**config.mk**
```make
export PLATFORM = sky130hd
export DESIGN_NAME = ltsolve_top
export DESIGN_NICKNAME = d
export VERILOG_FILES = /design/src/rtl/ltsolve_pkg.sv /design/src/rtl/ltsolve_rot.sv /design/src/rtl/ltsolve_buf.sv /design/src/rtl/ltsolve_top.sv
export SDC_FILE = /design/constraint.sdc
export NUM_CORES = 1
export LEC_CHECK = 0
export CAP_MARGIN = 20
export CORE_MARGIN = 2
export CORE_UTILIZATION = 30
export CTS_CLUSTER_SIZE = 28
export DETAILED_ROUTE_END_ITERATION = 8
export SETUP_SLACK_MARGIN = 0.05
export SYNTH_ARGS = -nofsm -noshare
export SYNTH_HDL_FRONTEND = slang
export SYNTH_SLANG_ARGS = --single-unit
```
**constraint.sdc**
```tcl
create_clock -name clk -period 2.85 [get_ports clk]
set_input_delay 0.57 -clock clk [delete_from_list [all_inputs] [get_ports clk]]
set_output_delay 0.57 -clock clk [all_outputs]
set_load 0.005 [all_outputs]
```
**src/rtl/ltsolve_pkg.sv**
```systemverilog
package ltsolve_pkg;

    typedef enum logic [1:0] {
        ST_IDLE  = 2'd0,
        ST_FETCH = 2'd1,
        ST_ACC   = 2'd2,
        ST_EMIT  = 2'd3
    } solve_st_e;

endpackage

```
**src/rtl/ltsolve_rot.sv**
```systemverilog
// Circulant block times vector: y[r] = x[(r + s) mod P], s < P.
module ltsolve_rot #(
    parameter int P  = 8,
    parameter int SW = 3
) (
    input  logic [P-1:0]  x,
    input  logic [SW-1:0] s,
    output logic [P-1:0]  y
);
    logic [2*P-1:0] twice;

    always_comb begin
        twice = {x, x};
        y     = twice[s +: P];
    end

endmodule

```
**src/rtl/ltsolve_buf.sv**
```systemverilog
// Register file holding the solved subvectors of the current solve.
module ltsolve_buf #(
    parameter int P    = 8,
    parameter int NBLK = 5,
    parameter int IW   = 3
) (
    input  logic          clk,
    input  logic          rst_n,
    input  logic          wr_en,
    input  logic [IW-1:0] wr_addr,
    input  logic [P-1:0]  wr_data,
    input  logic [IW-1:0] rd_addr,
    output logic [P-1:0]  rd_data
);
    logic [P-1:0] slot_q [NBLK];

    for (genvar g = 0; g < NBLK; g++) begin : g_slot
        always_ff @(posedge clk or negedge rst_n) begin
            if (!rst_n) begin
                slot_q[g] <= '0;
            end else if (wr_en && (wr_addr == IW'(g))) begin
                slot_q[g] <= wr_data;
            end
        end
    end

    always_comb begin
        rd_data = '0;
        for (int k = 0; k < NBLK; k++) begin
            if (rd_addr == IW'(k)) begin
                rd_data = slot_q[k];
            end
        end
    end

endmodule

```
**src/rtl/ltsolve_top.sv**
```systemverilog
module ltsolve_top
    import ltsolve_pkg::*;
#(
    parameter int P    = 8,
    parameter int NBLK = 5,
    localparam int SW  = (P > 1) ? $clog2(P) : 1,
    localparam int IW  = (NBLK > 1) ? $clog2(NBLK) : 1
) (
    input  logic          clk,
    input  logic          rst_n,
    input  logic          start,
    input  logic          a_valid,
    input  logic [P-1:0]  a_data,
    output logic          a_ready,
    output logic          tbl_rd,
    output logic [IW-1:0] tbl_row,
    output logic [IW-1:0] tbl_col,
    input  logic [SW-1:0] tbl_shift,
    input  logic          tbl_zero,
    output logic          b_valid,
    output logic [IW-1:0] b_index,
    output logic [P-1:0]  b_data,
    output logic          done
);
    localparam logic [IW-1:0] LAST_ROW = IW'(NBLK - 1);

    typedef struct packed {
        solve_st_e     st;
        logic [IW-1:0] row;
        logic [IW-1:0] col;
        logic [P-1:0]  acc;
        logic          fin;
    } solve_s;

    solve_s       cur_q, nxt_d;
    logic         buf_we;
    logic [P-1:0] buf_rd;
    logic [P-1:0] rot_out;

    ltsolve_buf #(.P(P), .NBLK(NBLK), .IW(IW)) u_buf (
        .clk     (clk),
        .rst_n   (rst_n),
        .wr_en   (buf_we),
        .wr_addr (cur_q.row),
        .wr_data (cur_q.acc),
        .rd_addr (cur_q.col),
        .rd_data (buf_rd)
    );

    ltsolve_rot #(.P(P), .SW(SW)) u_rot (
        .x (buf_rd),
        .s (tbl_shift),
        .y (rot_out)
    );

    always_comb begin
        nxt_d    = cur_q;
        nxt_d.fin = 1'b0;
        buf_we   = 1'b0;
        a_ready  = 1'b0;
        tbl_rd   = 1'b0;
        unique case (cur_q.st)
            ST_IDLE: begin
                if (start) begin
                    nxt_d.st  = ST_FETCH;
                    nxt_d.row = '0;
                end
            end
            ST_FETCH: begin
                a_ready = 1'b1;
                if (a_valid) begin
                    nxt_d.acc = a_data;
                    nxt_d.col = '0;
                    nxt_d.st  = (cur_q.row == '0) ? ST_EMIT : ST_ACC;
                end
            end
            ST_ACC: begin
                tbl_rd = 1'b1;
                if (!tbl_zero) begin
                    nxt_d.acc = cur_q.acc ^ rot_out;
                end
                if (cur_q.col == cur_q.row - IW'(1)) begin
                    nxt_d.st = ST_EMIT;
                end else begin
                    nxt_d.col = cur_q.col + IW'(1);
                end
            end
            ST_EMIT: begin
                buf_we = 1'b1;
                if (cur_q.row == LAST_ROW) begin
                    nxt_d.st  = ST_IDLE;
                    nxt_d.fin = 1'b1;
                end else begin
                    nxt_d.row = cur_q.row + IW'(1);
                    nxt_d.st  = ST_FETCH;
                end
            end
            default: nxt_d.st = ST_IDLE;
        endcase
    end

    always_ff @(posedge clk or negedge rst_n) begin
        if (!rst_n) begin
            cur_q <= '{st: ST_IDLE, row: '0, col: '0, acc: '0, fin: 1'b0};
        end else begin
            cur_q <= nxt_d;
        end
    end

    assign tbl_row = cur_q.row;
    assign tbl_col = cur_q.col;
    assign b_valid = (cur_q.st == ST_EMIT);
    assign b_index = cur_q.row;
    assign b_data  = cur_q.acc;
    assign done    = cur_q.fin;

endmodule

```
### Yosys cells after proc, flatten, opt, wreduce, memory -nomap -nowiden

Index checks and enable logic that the tools add are counted.

* eq/ne operators: 18
* shifts and indexed selects: 1
* bitwise logic cells: 1
* reductions and logical operators: 14
* muxes and demuxes: 22
* add/subtract/negate cells: 3

Operators with widths (number)
* $mux W8: 6
* $pmux W11 S2: 1
* $shiftx A16 B4 Y8: 1
* $eq A3 B2 Y1 const B: 4
* $ne A2 B2 Y1 const B: 6
* $reduce_and A3 Y1: 4
* $mux W11: 1
* $pmux W2 S4: 1
* $xor A8 B8 Y8: 1
* $mux W1: 7
* $add A3 B1 Y3 const B: 2
* $eq A3 B1 Y1 const B: 2
* $eq A3 B3 Y1 const B: 2
* $logic_not A3 Y1: 2
* $mux W3: 2
* $pmux W3 S2: 1
* $logic_and A1 B1 Y1: 5
* $mux W5: 1
* $eq A2 B2 Y1 const B: 2
* $mux W2: 2
* $reduce_bool A2 Y1: 2
* $eq A3 B3 Y1: 1
* $sub A3 B1 Y3 const B: 1
* $eq A2 B1 Y1 const B: 1
* $logic_not A2 Y1: 1

* input bits: 16
* register bits after elaboration: 57
* word-level logic and storage cells: 69
* output and inout port bits: 21

### Depth between registers and ports, before layout

* depth after elaboration: 10
* depth in mapped cells: 12
* depth with buffers taken out: 8

### Hierarchy

Synthesis repeated with hierarchy kept, for this count alone.

* cells, all modules: 300
* area total of the unflattened synthesis: 3563.4 um2

By module, submodules not included
* ltsolve_buf: area each 1900.6 um2, instances 1, seq. area each 1001.0 um2, cells each 138
* ltsolve_top: area each 1336.3 um2, instances 1, seq. area each 425.4 um2, cells each 143
* ltsolve_rot: area each 326.6 um2, instances 1, seq. area each 0.0 um2, cells each 19

### Worst setup path after synthesis

Ideal clock, no wire load.

* path kind: flip-flop to flip-flop
* from: register cur_q, in the netlist tbl_col[2]
* to: register cur_q, in the netlist b_data[3]
* buffers on the path: 4
* cell stages (with the launch flop): 13
* required time: 2.785 ns
* slack: 0.505 ns
* period minus slack after synthesis: 2.345 ns
* setup time: 0.065 ns
* data arrival time: 2.280 ns
* cell sequence: dfrtp_1 > buf_6 > buf_2 > inv_1 > ha_1 > buf_4 > or2_1 > buf_6 > a221oi_4 > o32ai_1 > mux2i_1 > o221a_1 > o211a_1

* cells in the longest elaborated chain, start to end: 10
* elaborated cells on any way between the ends: 14
* classes of those cells: eq/ne: 4; shift: 1; mux: 7; bitwise: 1; reduce/logical: 1

Ends and longest elaborated chain
* start: declaration: RTL line ltsolve_top.sv:35 `solve_s cur_q, nxt_d;`
* start signal: assignment: RTL line ltsolve_top.sv:104 `cur_q <= '{st: ST_IDLE, row: '0, col: '0, acc: '0, fin: 1'b0};`
* start signal: assignment: RTL line ltsolve_top.sv:106 `cur_q <= nxt_d;`
* $logic_not A3 Y1: RTL line ltsolve_buf.sv:30 `if (rd_addr == IW'(k)) begin`
* $mux W8 (4 in a row): RTL line ltsolve_buf.sv:30
* $mux W8 *: RTL line ltsolve_buf.sv:30
* $shiftx A16 B4 Y8 *: RTL line ltsolve_rot.sv:14 `y = twice[s +: P];`
* $xor A8 B8 Y8 *: RTL line ltsolve_top.sv:80 `nxt_d.acc = cur_q.acc ^ rot_out;`
* $mux W8 *: RTL line ltsolve_top.sv:79 `if (!tbl_zero) begin`
* $pmux W11 S2 *: RTL line ltsolve_top.sv:62 `unique case (cur_q.st)`

Mark *: on every way between the ends. The rest lies on a longest branch, timed or not. The select of a mux whose other input is x is not followed.
A chain may end at the register's enable or synchronous reset.

### Worst setup path after layout

* from: register cur_q, in the netlist tbl_col[0]
* to: register cur_q, in the netlist b_data[2]

The elaborated chain is that of the path after synthesis.

==> results.ini <==
[sta]
rsz0062_at_grt=no
post-route-min-period_ns=2.57
max_slew_margin_pct=50.1
setup_tns_ns=0
hold_slack_ns=0.315
setup_violations=0
fin_worst_skew_ns=0.00559
hold_violations=0
fmax_mhz=389
worstMarginPinSlew_ns=0.749
finalCritPeriodShare_pct=90.2
report.final.slew_viol_count=0

[yosys]
yosysTopAreaCell=dfrtp_1
synth_area_leaders=dfrtp_1, mux2_2, ha_1
synth-seq-cells=57
synthXorXnorAreaFrac_pct=0.983
seq_area_frac_synth_pct=40.0
avgSynthCellArea_sq_um=10.5
ys_warn_count=0
synthCells=338
synth_compound_area_share_pct=20.8
synth_top_family_by_area=compound AO/OA/AOI/OAI gates
synth.mux.area_fraction_pct=13.9
synth_cell_types=43
synth_fa_ha_area_share_pct=5.62
netlist_area_sq_um=3560
synth-simple-area-share_pct=10.2
yosysTopAreaCellShare_pct=40.0
synth_nets=370

[detailed_routing]
drtIter0Drc=165
viasPerCell=5.30
routed_wl_microns=8430
wl_per_cell_microns=16.4
postRouteAntennaNets=0
vias=2719
drcViolationCount=1
first_pass_iters=6

[floorplan]
die_h_microns=113
num_rows=39
die_w_microns=113
dieArea_sq_um=12800
core_sq_um=11500
initial_core_util_pct=30.9
ios=37

[finish]
fin_nets=397
layout-drive-gt1-share_pct=21.1
nFillCells=1156
multi_input_area_sq_um=1850
num_antenna_cells=0
register_area_sq_um=1430
synthToLayoutAreaGrowth_pct=21.8
final_area_sq_um=4340

[clock_tree]
cts_buffer_depth=2
cts_sinks=57
clk_latency_ns=0.32
cts_hold_buf=0
h-tree-depth=3
post-cts-setup-buffer-count=0
path_clk_slew_ns=0.05
root_buffer=clkbuf_16
cts_tree=done
cts_made_buffers=9

[hold_path]
hold_path.class=in -> async

[critical_path]
r2r-end=b_data[2]
worstPathCellList=ha_1 > ha_1 > or2_2 > a221oi_2 > o32ai_1 > mux2i_1 > o221a_1 > o211a_1
reg2reg_from=tbl_col[0]
endpoint_kind=register
cp_slowest_cell=dfrtp_1
reg2reg_depth=8
crit_path_max_incr_delay_ns=0.45
worst_ep_required_time_ns=3.11
worstSetupPathType=reg -> reg
rrSetupSlack_ns=0.28
crit_fanout=8
start_kind=register
arrival_ns=2.84
path_common_cell=ha_1

[grt]
gr-usage-all-layers_pct=14.0
grt.overflow.total=0
grt_max_degree=34
antenna_found_initial=0
grt_pass1_wl_microns=14200
grt_pass1_vias=2720

[place]
hpwlAfterDp_microns=6200
io_buffers=36
place_area_sq_um=3970
gp_congestion=0.820

[power_and_ir_drop]
power.density_nw_per_um2=1250
p_leak_nw=1.84
vdd_drop_max_mv=0.417

[run]
cap_viol_max_count=0

[run_status]
failed_checks=design-rule violations
status=finished, violations left

## through the flow
| step | utilization (%) | setup slack [ns] | cells | total power [mW] |
|---|---|---|---|---|
| after floorplan | - | 0.505 | 338 | 3.42 |
| after global placement | 34.5 | 0.175 | 497 | 4.04 |
| after detailed placement | 34.5 | 0.156 | 497 | 4.11 |
| after CTS | 37.6 | 0.153 | 513 | 5.45 |
| after global routing | 37.7 | 0.0601 | 513 | 5.86 |
| final | 37.7 | 0.278 | 513 | 5.43 |
## registers in the layout, indices dropped and copies added, names as in the netlist
signal,cells
done,1
u_buf.slot_q,40
tbl_col,3
cur_q,2
b_data,8
b_index,3
## area by class of cell
| type | instances | area share, % |
|---|---|---|
| multi-input combinational | 227 | 42.6 |
| sequential | 57 | 32.9 |
| timing repair buffer | 47 | 10.1 |
| clock buffer | 10 | 5.28 |
| tap | 143 | 4.12 |
| clock inverter | 6 | 3.00 |
| inverter | 23 | 1.99 |
## synthesized netlist by cell type
master and count:
dfrtp_1 57, o22ai_1 1, mux2_2 36, nand2b_1 1
or2_1 1, clkinv_1 1, o211a_1 7, mux2_1 1
nor2b_1 2, buf_1 1, nor3_2 1, nor3_1 4
o21ai_0 20, a221o_1 1, and3b_1 4, o221ai_1 5
a22oi_1 6, and2_1 2, buf_4 20, ha_1 16
a31oi_1 7, a311o_1 2, nand2_2 1, o32ai_1 6
a221oi_4 2, a221oi_2 6, a21oi_2 1, nand3b_1 8
buf_6 2, nand2_1 19, mux2i_1 8, inv_1 22
o21ai_1 2, buf_2 5, o221a_1 7, nand3_1 8
nor2_1 14, a22o_1 1, xnor2_1 4, and3_1 5
a31o_1 3, clkbuf_1 3, a21oi_1 15
## cell families after synthesis
kind of cell,count (synthesis)
AO/OA/AOI/OAI,92
buffers and inverters,54
adder cells (fa/ha/maj),16
multiplexers,45
XOR/XNOR,4
AND/OR/NAND/NOR,70
flip-flops,57
## critical path: cells and delay by family (launching register included)
family          cells  cell delay (ns)
simple gates        1             0.40
compound gates      4             0.91
flops               1             0.45
mux                 1             0.33
fa+ha+maj           2             0.41
## cells in the final DEF (no fill, tap or decap), types with 4 or more instances in the layout
master and count:
a21oi_1 15, a221oi_2 6, a22oi_1 6, a31oi_1 7
and3_1 5, and3b_1 4, buf_4 11, bufinv_16 4
clkbuf_16 9, clkdlybuf4s50_1 35, dfrtp_1 57, ha_1 14
inv_1 22, mux2_2 36, mux2i_1 8, nand2_1 19
nand3_1 8, nand3b_1 8, nor2_1 14, nor3_1 4
o211a_1 7, o21ai_0 20, o221a_1 7, o221ai_1 5
o32ai_1 5, xnor2_1 4
## how the worst max path moves through the flow
stage / depth (start not counted) / start / to / slack, ns
floorplan: 12 / tbl_col[2] / b_data[3] / 0.50
global placement: 9 / tbl_col[0] / b_data[5] / 0.17
detailed placement: 9 / tbl_col[0] / b_data[5] / 0.16
CTS: 9 / tbl_col[0] / b_data[5] / 0.15
global route: 9 / tbl_col[0] / b_data[0] / 0.06
finish: 8 / tbl_col[0] / b_data[2] / 0.28
## per-layer routing
layer / up-vias / routed length [microns] / global-route usage (%)
met4: 0 / 170 / 5.61
met2: 57 / 3910 / 22.4
met1: 1354 / 4080 / 19.2
li1: 1294 / - / -
met5: - / 0 / 0
met3: 14 / 269 / 1.98
## power breakdown
part / switching [mW] / internal [mW]
Sequential: 0.374 / 1.20
Combinational: 1.30 / 1.25
Clock: 0.367 / 0.938
## what timing repair did
item | 4_1_cts | 5_1_grt
resized for setup | 0 | 4
setup endpoints to repair | 0 | 8
hold endpoints to repair | 0 | 0
(Power assumes the default switching activity.)
